## src/rtl/fxp_pkg.sv

```systemverilog
// Package: shared widths and operation codes for the fixed-point register unit.
// Assumes two's complement 32-bit words and a 64-bit even/odd register pair.
package fxp_pkg;
    localparam int WORD_W  = 32;
    localparam int HALF_W  = 16;
    localparam int FIELD_W = 12;
    localparam int REG_W   = 4;

    typedef enum logic [1:0] {
        OP_ADDH  = 2'd0,
        OP_LCOMP = 2'd1,
        OP_CMP   = 2'd2,
        OP_SLDL  = 2'd3
    } fxp_op_e;

    // Condition-code values used by the arithmetic and compare paths.
    localparam logic [1:0] CC_ZERO_EQ = 2'd0;
    localparam logic [1:0] CC_NEG_LT  = 2'd1;
    localparam logic [1:0] CC_POS_GT  = 2'd2;
    localparam logic [1:0] CC_OVF     = 2'd3;
endpackage

```

## src/rtl/fxp_arith.sv

```systemverilog
// Module: fxp_arith
// Computes either first operand + sign-extended halfword or 0 - second operand
// through a single adder, and derives the zero/negative/positive/overflow code.
// Assumes HALF_W <= W. Purely combinational.
module fxp_arith #(
    parameter int W      = 32,
    parameter int HALF_W = 16
) (
    input  logic              negate,
    input  logic [W-1:0]      opnd_a,
    input  logic [W-1:0]      opnd_b,
    input  logic [HALF_W-1:0] half_imm,
    output logic [W-1:0]      sum,
    output logic [1:0]        cc
);
    import fxp_pkg::*;

    localparam int EXT_W = W - HALF_W;
    localparam logic [W-1:0] MIN_NEG = {1'b1, {(W-1){1'b0}}};

    logic [W-1:0] x_in;
    logic [W-1:0] y_in;
    logic         c_in;
    logic         ovf;

    // Select adder inputs: add uses the extended halfword, negate uses ~b + 1.
    always_comb begin
        if (negate) begin
            x_in = '0;
            y_in = ~opnd_b;
            c_in = 1'b1;
        end else begin
            x_in = opnd_a;
            y_in = {{EXT_W{half_imm[HALF_W-1]}}, half_imm};
            c_in = 1'b0;
        end
    end

    // Single adder shared by both operations.
    assign sum = x_in + y_in + {{(W-1){1'b0}}, c_in};

    // Signed overflow when both inputs agree in sign and the sum does not.
    assign ovf = (x_in[W-1] == y_in[W-1]) && (sum[W-1] != x_in[W-1]);

    // Map the result to a condition code, overflow taking priority.
    always_comb begin
        if (ovf)              cc = CC_OVF;
        else if (sum == '0)   cc = CC_ZERO_EQ;
        else if (sum[W-1])    cc = CC_NEG_LT;
        else                  cc = CC_POS_GT;
    end

    // Negating the most negative word must report overflow.
    always_comb begin
        if (negate && opnd_b == MIN_NEG)
            AST_MIN_NEGATE_OVF: assert (cc == CC_OVF);
    end
endmodule

```

## src/rtl/fxp_compare.sv

```systemverilog
// Module: fxp_compare
// Signed comparison of two words producing the equal/less/greater code.
// Assumes both operands are two's complement. Purely combinational.
module fxp_compare #(
    parameter int W = 32
) (
    input  logic [W-1:0] opnd_a,
    input  logic [W-1:0] opnd_b,
    output logic [1:0]   cc
);
    import fxp_pkg::*;

    logic a_lt_b;
    logic a_eq_b;

    // Sign-aware ordering and equality of the two operands.
    assign a_lt_b = $signed(opnd_a) < $signed(opnd_b);
    assign a_eq_b = (opnd_a == opnd_b);

    // Encode the ordering into the condition code.
    always_comb begin
        if (a_eq_b)      cc = CC_ZERO_EQ;
        else if (a_lt_b) cc = CC_NEG_LT;
        else             cc = CC_POS_GT;
    end

    // A negative first operand against a non-negative second is always less.
    always_comb begin
        if (opnd_a[W-1] && !opnd_b[W-1])
            AST_SIGNED_ORDER: assert (cc == CC_NEG_LT);
    end
endmodule

```

## src/rtl/fxp_dshift.sv

```systemverilog
// Module: fxp_dshift
// Logical left shift of a two-word register pair by an amount taken from the
// low bits of a wider address field; upper field bits are discarded.
// Assumes FIELD_W >= $clog2(2*W). Purely combinational.
module fxp_dshift #(
    parameter int W       = 32,
    parameter int FIELD_W = 12
) (
    input  logic [W-1:0]       word_hi,
    input  logic [W-1:0]       word_lo,
    input  logic [FIELD_W-1:0] shift_field,
    output logic [W-1:0]       out_hi,
    output logic [W-1:0]       out_lo
);
    localparam int PAIR_W = 2 * W;
    localparam int AMT_W  = $clog2(PAIR_W);

    logic [AMT_W-1:0]  amount;
    logic [PAIR_W-1:0] pair_in;
    logic [PAIR_W-1:0] pair_out;

    // Keep only the low bits of the field as the shift count.
    assign amount  = shift_field[AMT_W-1:0];
    assign pair_in = {word_hi, word_lo};

    // Zero-filling left shift of the concatenated pair.
    assign pair_out = pair_in << amount;
    assign out_hi   = pair_out[PAIR_W-1:W];
    assign out_lo   = pair_out[W-1:0];

    // A zero amount passes the pair through untouched.
    always_comb begin
        if (amount == '0)
            AST_ZERO_SHIFT_IDENT: assert ({out_hi, out_lo} == pair_in);
    end
endmodule

```

## src/rtl/fxp_reg_unit.sv

```systemverilog
// Module: fxp_reg_unit (top)
// Executes halfword add, load complement, signed compare and double-register
// shift on operands supplied by the caller; result words, condition code and
// error flag are registered and change only one cycle after a valid request.
// Assumes register-file reads and write-back are handled outside.
module fxp_reg_unit #(
    parameter int W       = fxp_pkg::WORD_W,
    parameter int HALF_W  = fxp_pkg::HALF_W,
    parameter int FIELD_W = fxp_pkg::FIELD_W,
    parameter int REG_W   = fxp_pkg::REG_W
) (
    input  logic               clk,
    input  logic               rst_n,
    input  logic               req_valid,
    input  logic [1:0]         req_op,
    input  logic [W-1:0]       opnd_a,
    input  logic [W-1:0]       opnd_b,
    input  logic [HALF_W-1:0]  half_imm,
    input  logic [FIELD_W-1:0] shift_field,
    input  logic [REG_W-1:0]   pair_reg,
    output logic               res_valid,
    output logic [W-1:0]       res_hi,
    output logic [W-1:0]       res_lo,
    output logic [1:0]         cond_code,
    output logic               spec_err
);
    import fxp_pkg::*;

    fxp_op_e      op;
    logic [W-1:0] arith_sum;
    logic [1:0]   arith_cc;
    logic [1:0]   cmp_cc;
    logic [W-1:0] sh_hi;
    logic [W-1:0] sh_lo;
    logic         odd_pair;

    logic [W-1:0] nxt_hi;
    logic [W-1:0] nxt_lo;
    logic [1:0]   nxt_cc;
    logic         nxt_err;

    assign op       = fxp_op_e'(req_op);
    assign odd_pair = pair_reg[0];

    fxp_arith #(.W(W), .HALF_W(HALF_W)) u_arith (
        .negate   (op == OP_LCOMP),
        .opnd_a   (opnd_a),
        .opnd_b   (opnd_b),
        .half_imm (half_imm),
        .sum      (arith_sum),
        .cc       (arith_cc)
    );

    fxp_compare #(.W(W)) u_cmp (
        .opnd_a (opnd_a),
        .opnd_b (opnd_b),
        .cc     (cmp_cc)
    );

    fxp_dshift #(.W(W), .FIELD_W(FIELD_W)) u_shift (
        .word_hi     (opnd_a),
        .word_lo     (opnd_b),
        .shift_field (shift_field),
        .out_hi      (sh_hi),
        .out_lo      (sh_lo)
    );

    // Choose the next result, code and error flag for the requested operation.
    always_comb begin
        nxt_hi  = '0;
        nxt_lo  = '0;
        nxt_cc  = cond_code;
        nxt_err = 1'b0;
        unique case (op)
            OP_ADDH, OP_LCOMP: begin
                nxt_lo = arith_sum;
                nxt_cc = arith_cc;
            end
            OP_CMP: begin
                nxt_cc = cmp_cc;
            end
            OP_SLDL: begin
                if (odd_pair) begin
                    nxt_err = 1'b1;
                end else begin
                    nxt_hi = sh_hi;
                    nxt_lo = sh_lo;
                end
            end
            default: ;
        endcase
    end

    // Output registers: clear on reset, load on a request, hold otherwise.
    always_ff @(posedge clk) begin
        if (!rst_n) begin
            res_valid <= 1'b0;
            res_hi    <= '0;
            res_lo    <= '0;
            cond_code <= 2'd0;
            spec_err  <= 1'b0;
        end else begin
            res_valid <= req_valid;
            if (req_valid) begin
                res_hi    <= nxt_hi;
                res_lo    <= nxt_lo;
                cond_code <= nxt_cc;
                spec_err  <= nxt_err;
            end
        end
    end

    AST_VALID_FOLLOWS: assert property (@(posedge clk) disable iff (!rst_n) req_valid |=> res_valid);
    AST_IDLE_NO_VALID: assert property (@(posedge clk) disable iff (!rst_n) !req_valid |=> !res_valid);
    AST_IDLE_HOLD: assert property (@(posedge clk) disable iff (!rst_n) !req_valid |=> ($stable(res_hi) && $stable(res_lo) && $stable(cond_code) && $stable(spec_err)));
    AST_CMP_CC_RANGE: assert property (@(posedge clk) disable iff (!rst_n) (req_valid && req_op == OP_CMP) |=> (cond_code != CC_OVF && res_hi == '0 && res_lo == '0));
    AST_SHIFT_CC_KEPT: assert property (@(posedge clk) disable iff (!rst_n) (req_valid && req_op == OP_SLDL) |=> $stable(cond_code));
    AST_ODD_PAIR_FLAG: assert property (@(posedge clk) disable iff (!rst_n) (req_valid && req_op == OP_SLDL && pair_reg[0]) |=> (spec_err && res_hi == '0 && res_lo == '0));
    AST_NO_FLAG_ELSE: assert property (@(posedge clk) disable iff (!rst_n) (req_valid && !(req_op == OP_SLDL && pair_reg[0])) |=> !spec_err);
    AST_ARITH_HI_ZERO: assert property (@(posedge clk) disable iff (!rst_n) (req_valid && (req_op == OP_ADDH || req_op == OP_LCOMP)) |=> res_hi == '0);
endmodule

```

## config.mk

```make
export PLATFORM = sky130hd
export DESIGN_NAME = fxp_reg_unit
export DESIGN_NICKNAME = d
export VERILOG_FILES = /design/src/rtl/fxp_pkg.sv /design/src/rtl/fxp_arith.sv /design/src/rtl/fxp_compare.sv /design/src/rtl/fxp_dshift.sv /design/src/rtl/fxp_reg_unit.sv
export SDC_FILE = /design/constraint.sdc
export NUM_CORES = 1
export LEC_CHECK = 0
export BUFFER_PORTS_ARGS = -buffer_cell sky130_fd_sc_hd__buf_2
export CAP_MARGIN = 30
export CORE_MARGIN = 4
export CORE_UTILIZATION = 64
export CTS_CLUSTER_SIZE = 8
export DETAILED_ROUTE_END_ITERATION = 16
export PLACE_DENSITY = 0.89
export SLEW_MARGIN = 20
export SYNTH_ARGS = -nofsm -noshare
export SYNTH_HDL_FRONTEND = slang
export SYNTH_HIERARCHICAL = 1
export SYNTH_SLANG_ARGS = --single-unit
```

## constraint.sdc

```tcl
create_clock -name clk -period 14.9 [get_ports clk]
set_input_delay 4.47 -clock clk [delete_from_list [all_inputs] [get_ports clk]]
set_output_delay 4.47 -clock clk [all_outputs]
set_load 0.02 [all_outputs]
```

# Word-level counts from Yosys, hierarchy flattened

Index checks and enable logic that the tools add are counted.
Widths: inputs -> output; s select.

Shift operators: 1
Multiplexer cells: 15
$add $sub $neg: 2
Bitwise operators: 1
Equal/unequal tests: 6
$lt $le $gt $ge: 1
Reductions and logical operators: 6

Operators by type and width:

| kind               | count |
|---|---|
| $mux 32            | 5 |
| $pmux 32 s2        | 1 |
| $shl 64x6->64      | 1 |
| $add 32x1->32      | 1 |
| $add 32x32->32     | 1 |
| $eq 32x32->1       | 1 |
| $logic_not 32->1   | 1 |
| $lt 32x32->1       | 1 |
| $not 32->32        | 1 |
| $mux 2             | 5 |
| $eq 2x2->1 const B | 2 |
| $pmux 2 s2         | 1 |
| $mux 1             | 3 |
| $eq 2x1->1 const B | 1 |
| $logic_not 2->1    | 1 |
| $reduce_and 2->1   | 1 |
| $reduce_bool 2->1  | 1 |
| $reduce_or 2->1    | 1 |
| $eq 1x1->1         | 1 |
| $logic_and 1x1->1  | 1 |
| $ne 1x1->1         | 1 |

Bits of input ports: 101
Logic and storage cells: 37
Output and inout port bits: 68
Flip-flop bits (word level): 68

# Logic depth before layout (Yosys ltp)

Gate-level depths: netlist (run 1).

Word-level depth: 8
Gate-level depth with buffers: 19
Mapped depth without buffers: 16

# Cells and area by module

Netlist (run 1), hierarchy kept.

By module, submodules not included:

| module       | area an instance (um^2) | instances | cells each |
|---|---|---|---|
| fxp_dshift   | 4,285.4                 | 1         | 482 |
| fxp_arith    | 2,834.0                 | 1         | 436 |
| fxp_reg_unit | 2,454.9                 | 1         | 207 |
| fxp_compare  | 847.1                   | 1         | 117 |

# Least setup slack after synthesis (run 1)

Ideal clock, no wire load.

Path kind: input -> register
Start point: input port req_op[1]
End point: register cond_code[1]
Data required time: 14.769 ns
Buffers on the path: 3
Arrival: 8.816 ns
Stages on the path: 18
Library setup time: 0.131 ns
Slack: 5.953 ns
Cell sequence: clkbuf_1 -> nor2b_1 -> buf_6 -> clkbuf_1 -> nor2b_1 -> fa_1 -> fa_1 -> a211oi_2 -> o21ai_2 -> o32a_1 -> a211oi_1 -> o221ai_1 -> a2111oi_0 -> or4b_1 -> nor4_2 -> o221ai_1 -> o21ai_0 -> a21oi_1

Cells in the longest elaborated chain, start to end: 8
Elaborated cells between the ends (all ways): 19

RTL lines:

| element                                        | line                             | source |
|---|---|---|
| from (decl)                                    | fxp_reg_unit.sv:15               | `input logic [1:0] req_op,` |
| $eq 2x1->1 (*)                                 | fxp_reg_unit.sv:46               | `.negate (op == OP_LCOMP),` |
| $mux 32                                        | fxp_arith.sv:28                  | `if (negate) begin` |
| $add 32x32->32                                 | fxp_arith.sv:40                  | `assign sum = x_in + y_in + {{(W-1){1'b0}}, c_in};` |
| $add 32x1->32                                  | fxp_arith.sv:40                  |  |
| $logic_not 32->1, or another cell as far along | fxp_arith.sv:48                  | `else if (sum == '0) cc = CC_ZERO_EQ;` |
| $mux 2 or $logic_and 1x1->1 (tied branches)    | fxp_arith.sv:48, fxp_arith.sv:43 |  |
| $mux 2 (*)                                     | fxp_arith.sv:47                  | `if (ovf) cc = CC_OVF;` |
| via arith_cc[1]                                | fxp_reg_unit.sv:31               | `logic [1:0] arith_cc;` |
| $pmux 2 s2 (*)                                 | fxp_reg_unit.sv:74               | `unique case (op)` |
| to (signal assigned)                           | fxp_reg_unit.sv:107              | `cond_code <= nxt_cc;` |
| to (decl)                                      | fxp_reg_unit.sv:24               | `output logic [1:0] cond_code,` |

The timed path passes the listed nets; every way through them passes the cells marked *.
A chain may end at the register's enable or synchronous reset.

# Worst setup path after layout (run 1)

Same ends and word-level chain as after synthesis.

==> impl_metrics.json, run 1 <==
{
  "clockBufferDepth": 2,
  "routed_wl_um": 40200,
  "core_area_um2": 15900,
  "cts-root-buf": "clkbuf_16",
  "synth_top_family_by_area": "compound AO/OA/AOI/OAI gates",
  "crit_fanout": 79,
  "rr_worst_depth": 2,
  "min_period_ns": 9.32,
  "cts_setup_buffers": 0,
  "min_path_cells": 1,
  "max-vdd-ir-drop_mv": 0.0774,
  "vias_per_cell": 7.31,
  "ios": 169,
  "finalSetupViolCount": 0,
  "cts_tree": "built",
  "hold_buffers": 0,
  "drc_errors": 0,
  "arrival_ns": 9.53,
  "mostFrequentLayoutCells": "159 x buf_2, 106 x a21oi_1, 97 x nor2_1",
  "grtUsageTotal_pct": 42.4,
  "diodes": 0,
  "finalMaxSlewViolations": 0,
  "cts_buffers": 9,
  "p_leak_uw": 0.00498,
  "dieArea_um2": 18400,
  "syn_inst": 1242,
  "criticalPathCategory": "input port to flip-flop",
  "critPathRequiredTime_ns": 15.11,
  "rsz0062_at_grt": "no",
  "final_common_cell": "buf_2",
  "clk_pin_slew_worst_paths_ns": 0.06,
  "fmax_mhz": 107,
  "nFillCells": 1295,
  "htreeDepth": 3,
  "gp_congestion": 1.07,
  "layout-drive-gt1-share_pct": 24.0,
  "grt_pass1_wl_um": 60200,
  "fin_tns_setup_ns": 0,
  "synth_cell_types": 97,
  "fin_skew_ns": 0,
  "io_buffer_count": 159,
  "syn-num-nets": 1407,
  "startpoint_type": "input port",
  "synth_simple_gate_area_share_pct": 19.1,
  "fin_nets": 1500,
  "cts_resized": 0,
  "fin_hold_ws_ns": 0.466,
  "syn_avg_cell_area_um2": 8.39,
  "yosysSeqAreaShare_pct": 13.1,
  "grt_pass1_vias": 10300,
  "gr-total-overflow": 0,
  "antenna_found_initial": 1,
  "synth-seq-cells": 68,
  "chipWidth_um": 136,
  "die_h_um": 136,
  "endpoint_kind": "flip-flop",
  "fin_crit_sh_pct": 62.5,
  "synthXorXnorAreaFrac_pct": 1.26,
  "vias": 11400,
  "grt_max_degree": 80,
  "start_util_pct": 65.4,
  "drv_cap": 0,
  "synth_edf_count": 0,
  "ant_nets": 0,
  "slew_headroom_pct": 42.0,
  "area_growth_pct": 9.80,
  "muxShareOfSynthArea_pct": 24.8,
  "drtIter0Drc": 1888,
  "power.density_nw_per_um2": 78.4,
  "clkSinkCount": 68,
  "yosysWarnings": 6,
  "hold_violations": 0,
  "synth_flop_cell": "dfxtp_1",
  "outcome": "finished, final reports clean",
  "rows": 46,
  "synth-compound-area-share_pct": 26.8,
  "hp-class": "flip-flop to flip-flop",
  "wl_per_cell_um": 25.8,
  "syn_area_um2": 10400,
  "dr.pass1.iters": 8,
  "clk_latency_ns": 0.33,
  "async_flop_share_pct": 0,
  "tightest_slew_ns": 0.863,
  "synth_fa_ha_area_share_pct": 7.83,
  "dpl.hpwl_um": 31200
}
## critical path: stages
cell	delay (ns)
buf_2	0.21
nor2b_4	0.32
buf_4	0.61
a21oi_1	0.14
ha_1	0.52
nand4_2	0.17
o22ai_1	0.47
o21bai_1	0.23
a2111oi_4	0.50
o21ai_1	0.15
a311oi_1	0.65
o2111ai_1	0.30
nor4_2	0.30
o221ai_1	0.16
o21ai_0	0.16
a21oi_1	0.08
## power by group
part | total (µW) | internal, µW | switching, µW
sequential | 197 | 191 | 5.43
combinational | 481 | 177 | 304
clock | 219 | 132 | 86.5
## final timing paths
kind / slack, ns / end / start
worst min-delay path: 0.47 / res_hi[11]$_SDFFE_PN0P_ / res_hi[11]$_SDFFE_PN0P_
worst max register to register: 14.04 / res_lo[18]$_SDFFE_PN0P_ / res_lo[18]$_SDFFE_PN0P_
worst min register to register: 0.47 / res_hi[11]$_SDFFE_PN0P_ / res_hi[11]$_SDFFE_PN0P_
worst max-delay path: 5.58 / cond_code[1]$_SDFFE_PN0P_ / req_op[1]
## layout make-up
| cell class | instances | area [µm²] | area share [%] |
|---|---|---|---|
| Multi-Input combinational cell | 1023 | 8330 | 72.8 |
| Inverter | 61 | 229 | 2.00 |
| Clock buffer | 9 | 225 | 1.97 |
| Clock inverter | 7 | 82.6 | 0.722 |
| Tap cell | 216 | 270 | 2.36 |
| Timing Repair Buffer | 172 | 941 | 8.22 |
| Sequential cell | 68 | 1360 | 11.9 |
## through the flow
stage	cell area (µm²)	cells	setup WS [ns]	utilization (%)	total power, µW
after global routing	11400	1556	5.15	71.8	931
after global placement	11100	1536	5.32	69.4	650
after floorplan	10400	1242	5.95	-	512
after CTS	11400	1555	5.70	71.6	876
final	11400	1556	5.58	71.8	897
after detailed placement	11100	1539	5.37	69.7	656
## synth_stat cells, types with 22 or more instances
cell / n / area (µm²)
inv_1: 58 / 218
nor3_1: 23 / 115
a221o_1: 32 / 320
dfxtp_1: 68 / 1360
a21oi_1: 106 / 531
mux4_2: 50 / 1130
mux2i_1: 58 / 581
nand2_1: 90 / 338
and2_0: 22 / 138
mux2_2: 50 / 563
clkbuf_1: 50 / 188
a22o_1: 35 / 307
nor2_1: 97 / 364
nor2b_1: 40 / 250
o21ai_0: 43 / 215
ha_1: 62 / 776
## flip-flops by register name, indices dropped and copies added (netlist names)
| name | cells |
|---|---|
| spec_err | 1 |
| cond_code | 2 |
| res_hi | 32 |
| res_valid | 1 |
| res_lo | 32 |
## per-layer routing
metal | routed length, µm | share of wire [%] | track usage [%] | vias to the layer above
li1 | - | - | - | 4971
met2 | 17400 | 43 | 65.4 | 906
met4 | 2630 | 6.6 | 22.8 | 2
met5 | 13 | 0.032 | 0 | -
met3 | 5060 | 13 | 8.32 | 167
met1 | 15000 | 37 | 56.0 | 5330
## cells by family (layout without fill, tap and decap cells)
kind of cell,count (synthesis),in the layout
compound gates,386,386
fa+ha+maj,64,64
mux,170,170
xor+xnor,15,15
buf+inv,151,249
simple gates,388,388
flops,68,68
Power figures use the tool's default switching activity.
==> run 2: changes to the inputs <==
--- a/config.mk
+++ b/config.mk
@@ -5,13 +5,14 @@
 export SDC_FILE = /design/constraint.sdc
 export NUM_CORES = 1
 export LEC_CHECK = 0
+export ABC_AREA = 1
 export BUFFER_PORTS_ARGS = -buffer_cell sky130_fd_sc_hd__buf_2
 export CAP_MARGIN = 30
 export CORE_MARGIN = 4
-export CORE_UTILIZATION = 64
+export CORE_UTILIZATION = 54
 export CTS_CLUSTER_SIZE = 8
 export DETAILED_ROUTE_END_ITERATION = 16
-export PLACE_DENSITY = 0.89
+export PLACE_DENSITY = 0.79
 export SLEW_MARGIN = 20
 export SYNTH_ARGS = -nofsm -noshare
 export SYNTH_HDL_FRONTEND = slang
==> constraint.sdc (replaced) <==
create_clock -name clk -period 7.7 [get_ports clk]
set_input_delay 2.31 -clock clk [delete_from_list [all_inputs] [get_ports clk]]
set_output_delay 2.31 -clock clk [all_outputs]
set_load 0.02 [all_outputs]
==> run 2 against run 1 <==
Via count rose by 27%. Sequential power rose by 92%. Flip-flop and latch count did not move. Final area rose by 8.0%. Critical endpoint unchanged. Largest cell class unchanged. Highest routed layer is now met4.
==> impl_metrics.json, run 2 <==
{
  "outcome": "finished, final reports clean",
  "grt_pass1_wl_um": 68600,
  "tightest_slew_ns": 0.960,
  "hp-class": "flip-flop to flip-flop",
  "rows": 52,
  "cts_buffers": 9,
  "reg_top3": "res_hi x32, res_lo x32, cond_code x2",
  "yosysSeqAreaShare_pct": 11.9,
  "p_int_uw": 921,
  "syn_avg_cell_area_um2": 5.42,
  "clkSinkCount": 68,
  "synth_area_leader_cell": "nand2_1",
  "cts-root-buf": "clkbuf_16",
  "die_h_um": 154,
  "cts_setup_buffers": 0,
  "hold_violations": 0,
  "synth_flop_cell": "dfxtp_1",
  "dr.pass1.iters": 8,
  "min_period_ns": 6.17,
  "endpoint_kind": "flip-flop",
  "routed_wl_um": 45100,
  "htreeDepth": 3,
  "syn-num-nets": 2277,
  "fin_util_pct": 60.1,
  "critPathRequiredTime_ns": 7.93,
  "mostFrequentLayoutCells": "713 x nand2_1, 448 x nand3_1, 212 x inv_1",
  "nFillCells": 2165,
  "synth_edf_count": 0,
  "vias_per_cell": 5.91,
  "drc_errors": 0,
  "layout-drive-gt1-share_pct": 14.7,
  "criticalPathCategory": "input port to flip-flop",
  "final_common_cell": "nand2_1",
  "wl_per_cell_um": 18.4,
  "p_comb_share_pct": 52.2,
  "p_leak_uw": 0.00671,
  "grt_max_degree": 68,
  "post_dp_cell_area_um2": 12000,
  "slew_headroom_pct": 35.9,
  "fin_tns_setup_ns": 0,
  "p_sw_uw": 820,
  "chipWidth_um": 154,
  "finalSetupViolCount": 0,
  "grt_pass1_vias": 12600,
  "max-vdd-ir-drop_mv": 0.104,
  "finalInstanceArea_um2": 12400,
  "hold_buffers": 0,
  "yosysWarnings": 6,
  "synthTopCellsByCount": "713 x nand2_1, 448 x nand3_1, 212 x inv_1, 122 x nor2_1, 117 x a21oi_1",
  "pwr-share-clk_pct": 26.0,
  "synth-seq-cells": 68,
  "arrival_ns": 6.39,
  "grtUsageTotal_pct": 35.9,
  "dpl.hpwl_um": 35100,
  "area_growth_pct": 7.98,
  "start_util_pct": 55.7,
  "core_area_um2": 20600,
  "syn_inst": 2112,
  "fin_skew_ns": 0,
  "clk_pin_slew_worst_paths_ns": 0.06,
  "ios": 169,
  "fmax_mhz": 162,
  "p_sw_share_pct": 47.1,
  "fin_nets": 2341,
  "synth_top_area_share_pct": 23.4,
  "io_buffer_count": 159,
  "finalMaxSlewViolations": 0,
  "clockBufferDepth": 2,
  "fin_crit_sh_pct": 80.1,
  "cts_tree": "built",
  "gr-total-overflow": 0,
  "clk_latency_ns": 0.34,
  "async_flop_share_pct": 0,
  "vias": 14500,
  "synth.most_common_cell": "nand2_1",
  "startpoint_type": "input port",
  "gp_congestion": 1.01,
  "synth_cell_types": 39,
  "drtIter0Drc": 2036,
  "fin_hold_ws_ns": 0.461,
  "syn_area_um2": 11400,
  "crit_fanout": 30,
  "synthTopCellsByArea": "nand2_1 23%, nand3_1 20%, dfxtp_1 12%, inv_1 7.0%, ha_1 6.8%",
  "power_frac_seq_pct": 21.8,
  "rsz0062_at_grt": "no",
  "ant_nets": 0,
  "dieArea_um2": 23600,
  "power.density_nw_per_um2": 141,
  "p_total_uw": 1740,
  "drv_cap": 0,
  "antenna_found_initial": 1,
  "cts_resized": 0
}
[run 2: cell types whose count changed after synthesis, moves of 32 or more]
cell / previous run / this run
nand3_1: 19 / 448
a221o_1: 32 / 0
mux2i_1: 58 / 0
nand2_1: 90 / 713
a22o_1: 35 / 0
nand3_2: 0 / 55
inv_1: 58 / 212
mux2_2: 50 / 0
mux4_2: 50 / 0
nor2b_1: 40 / 0
[run 2: per-stage QoR]
stage | cells | setup slack [ns]
final | 2452 | 1.53
after global placement | 2431 | 1.36
after CTS | 2449 | 1.64
after floorplan | 2112 | 1.95
after detailed placement | 2433 | 1.31
after global routing | 2452 | 1.40
[run 2: final timing paths]
check                          startpoint                        end  slack [ns]  cells after the start
setup / recovery                req_op[0]  cond_code[1]$_SDFFE_PN0P_        1.53                     22
hold / removal    res_hi[27]$_SDFFE_PN0P_    res_hi[27]$_SDFFE_PN0P_        0.46                      2
setup reg to reg   res_lo[2]$_SDFFE_PN0P_     res_lo[2]$_SDFFE_PN0P_        6.96                      2
hold reg to reg   res_hi[27]$_SDFFE_PN0P_    res_hi[27]$_SDFFE_PN0P_        0.46                      2
[run 2: logic make-up (layout without fill, tap and decap cells)]
kind of cell	count (synthesis)	count (layout)	share of synthesized area (%)
adders and majority gates	64	64	7.13
DFF	68	68	11.9
AOI/OAI and AO/OA	205	205	10.1
other	0	1	0
xor gates and xnor gates	10	10	0.765
buffers and inverters	341	410	13.5
and+or+nand+nor	1424	1424	56.6
[run 2: worst max-delay path: stages]
cell and delay (ns):
buf_2 0.12, inv_1 0.15, nor2_4 0.05, inv_1 0.56
o21ai_0 0.22, fa_1 0.50, fa_1 0.48, nand3_1 0.12
nand3_1 0.16, nand2_1 0.10, nand2_1 0.12, xnor2_1 0.42
nand3_1 0.12, nor2_1 0.16, nand2_1 0.07, nor2_1 0.11
nand3_1 0.10, nand2_1 0.08, nand2_1 0.04, or2_2 0.27
nand2_1 0.08, a21oi_1 0.06
[run 2: area by class of cell]
cell class / instances / area (µm²) / share of cell area [%]
Multi-Input combinational cell: 1703 / 8550 / 69.2
Sequential cell: 68 / 1360 / 11.0
Timing Repair Buffer: 174 / 953 / 7.72
Inverter: 220 / 831 / 6.72
Tap cell: 270 / 338 / 2.73
Clock buffer: 9 / 225 / 1.82
Clock inverter: 7 / 98.8 / 0.800
Antenna cell: 1 / 2.50 / 0.0203
[run 2: power groups by stage]
stage | Sequential (µW) | Combinational (µW) | Clock (µW)
floorplan | 407 | 598 | 0
global route | 381 | 991 | 472
detailed placement | 386 | 877 | 0
finish | 379 | 909 | 453
global placement | 386 | 865 | 0
CTS | 379 | 881 | 450
[run 2: layer usage]
metal  up-vias  routed length (µm)  global-route usage, %
li1       7012                   -                      -
met1      6507               18600                   50.5
met2       870               19800                   56.6
met3       112                4580                   3.77
met4         0                2150                   14.2
met5         -                   0                      0
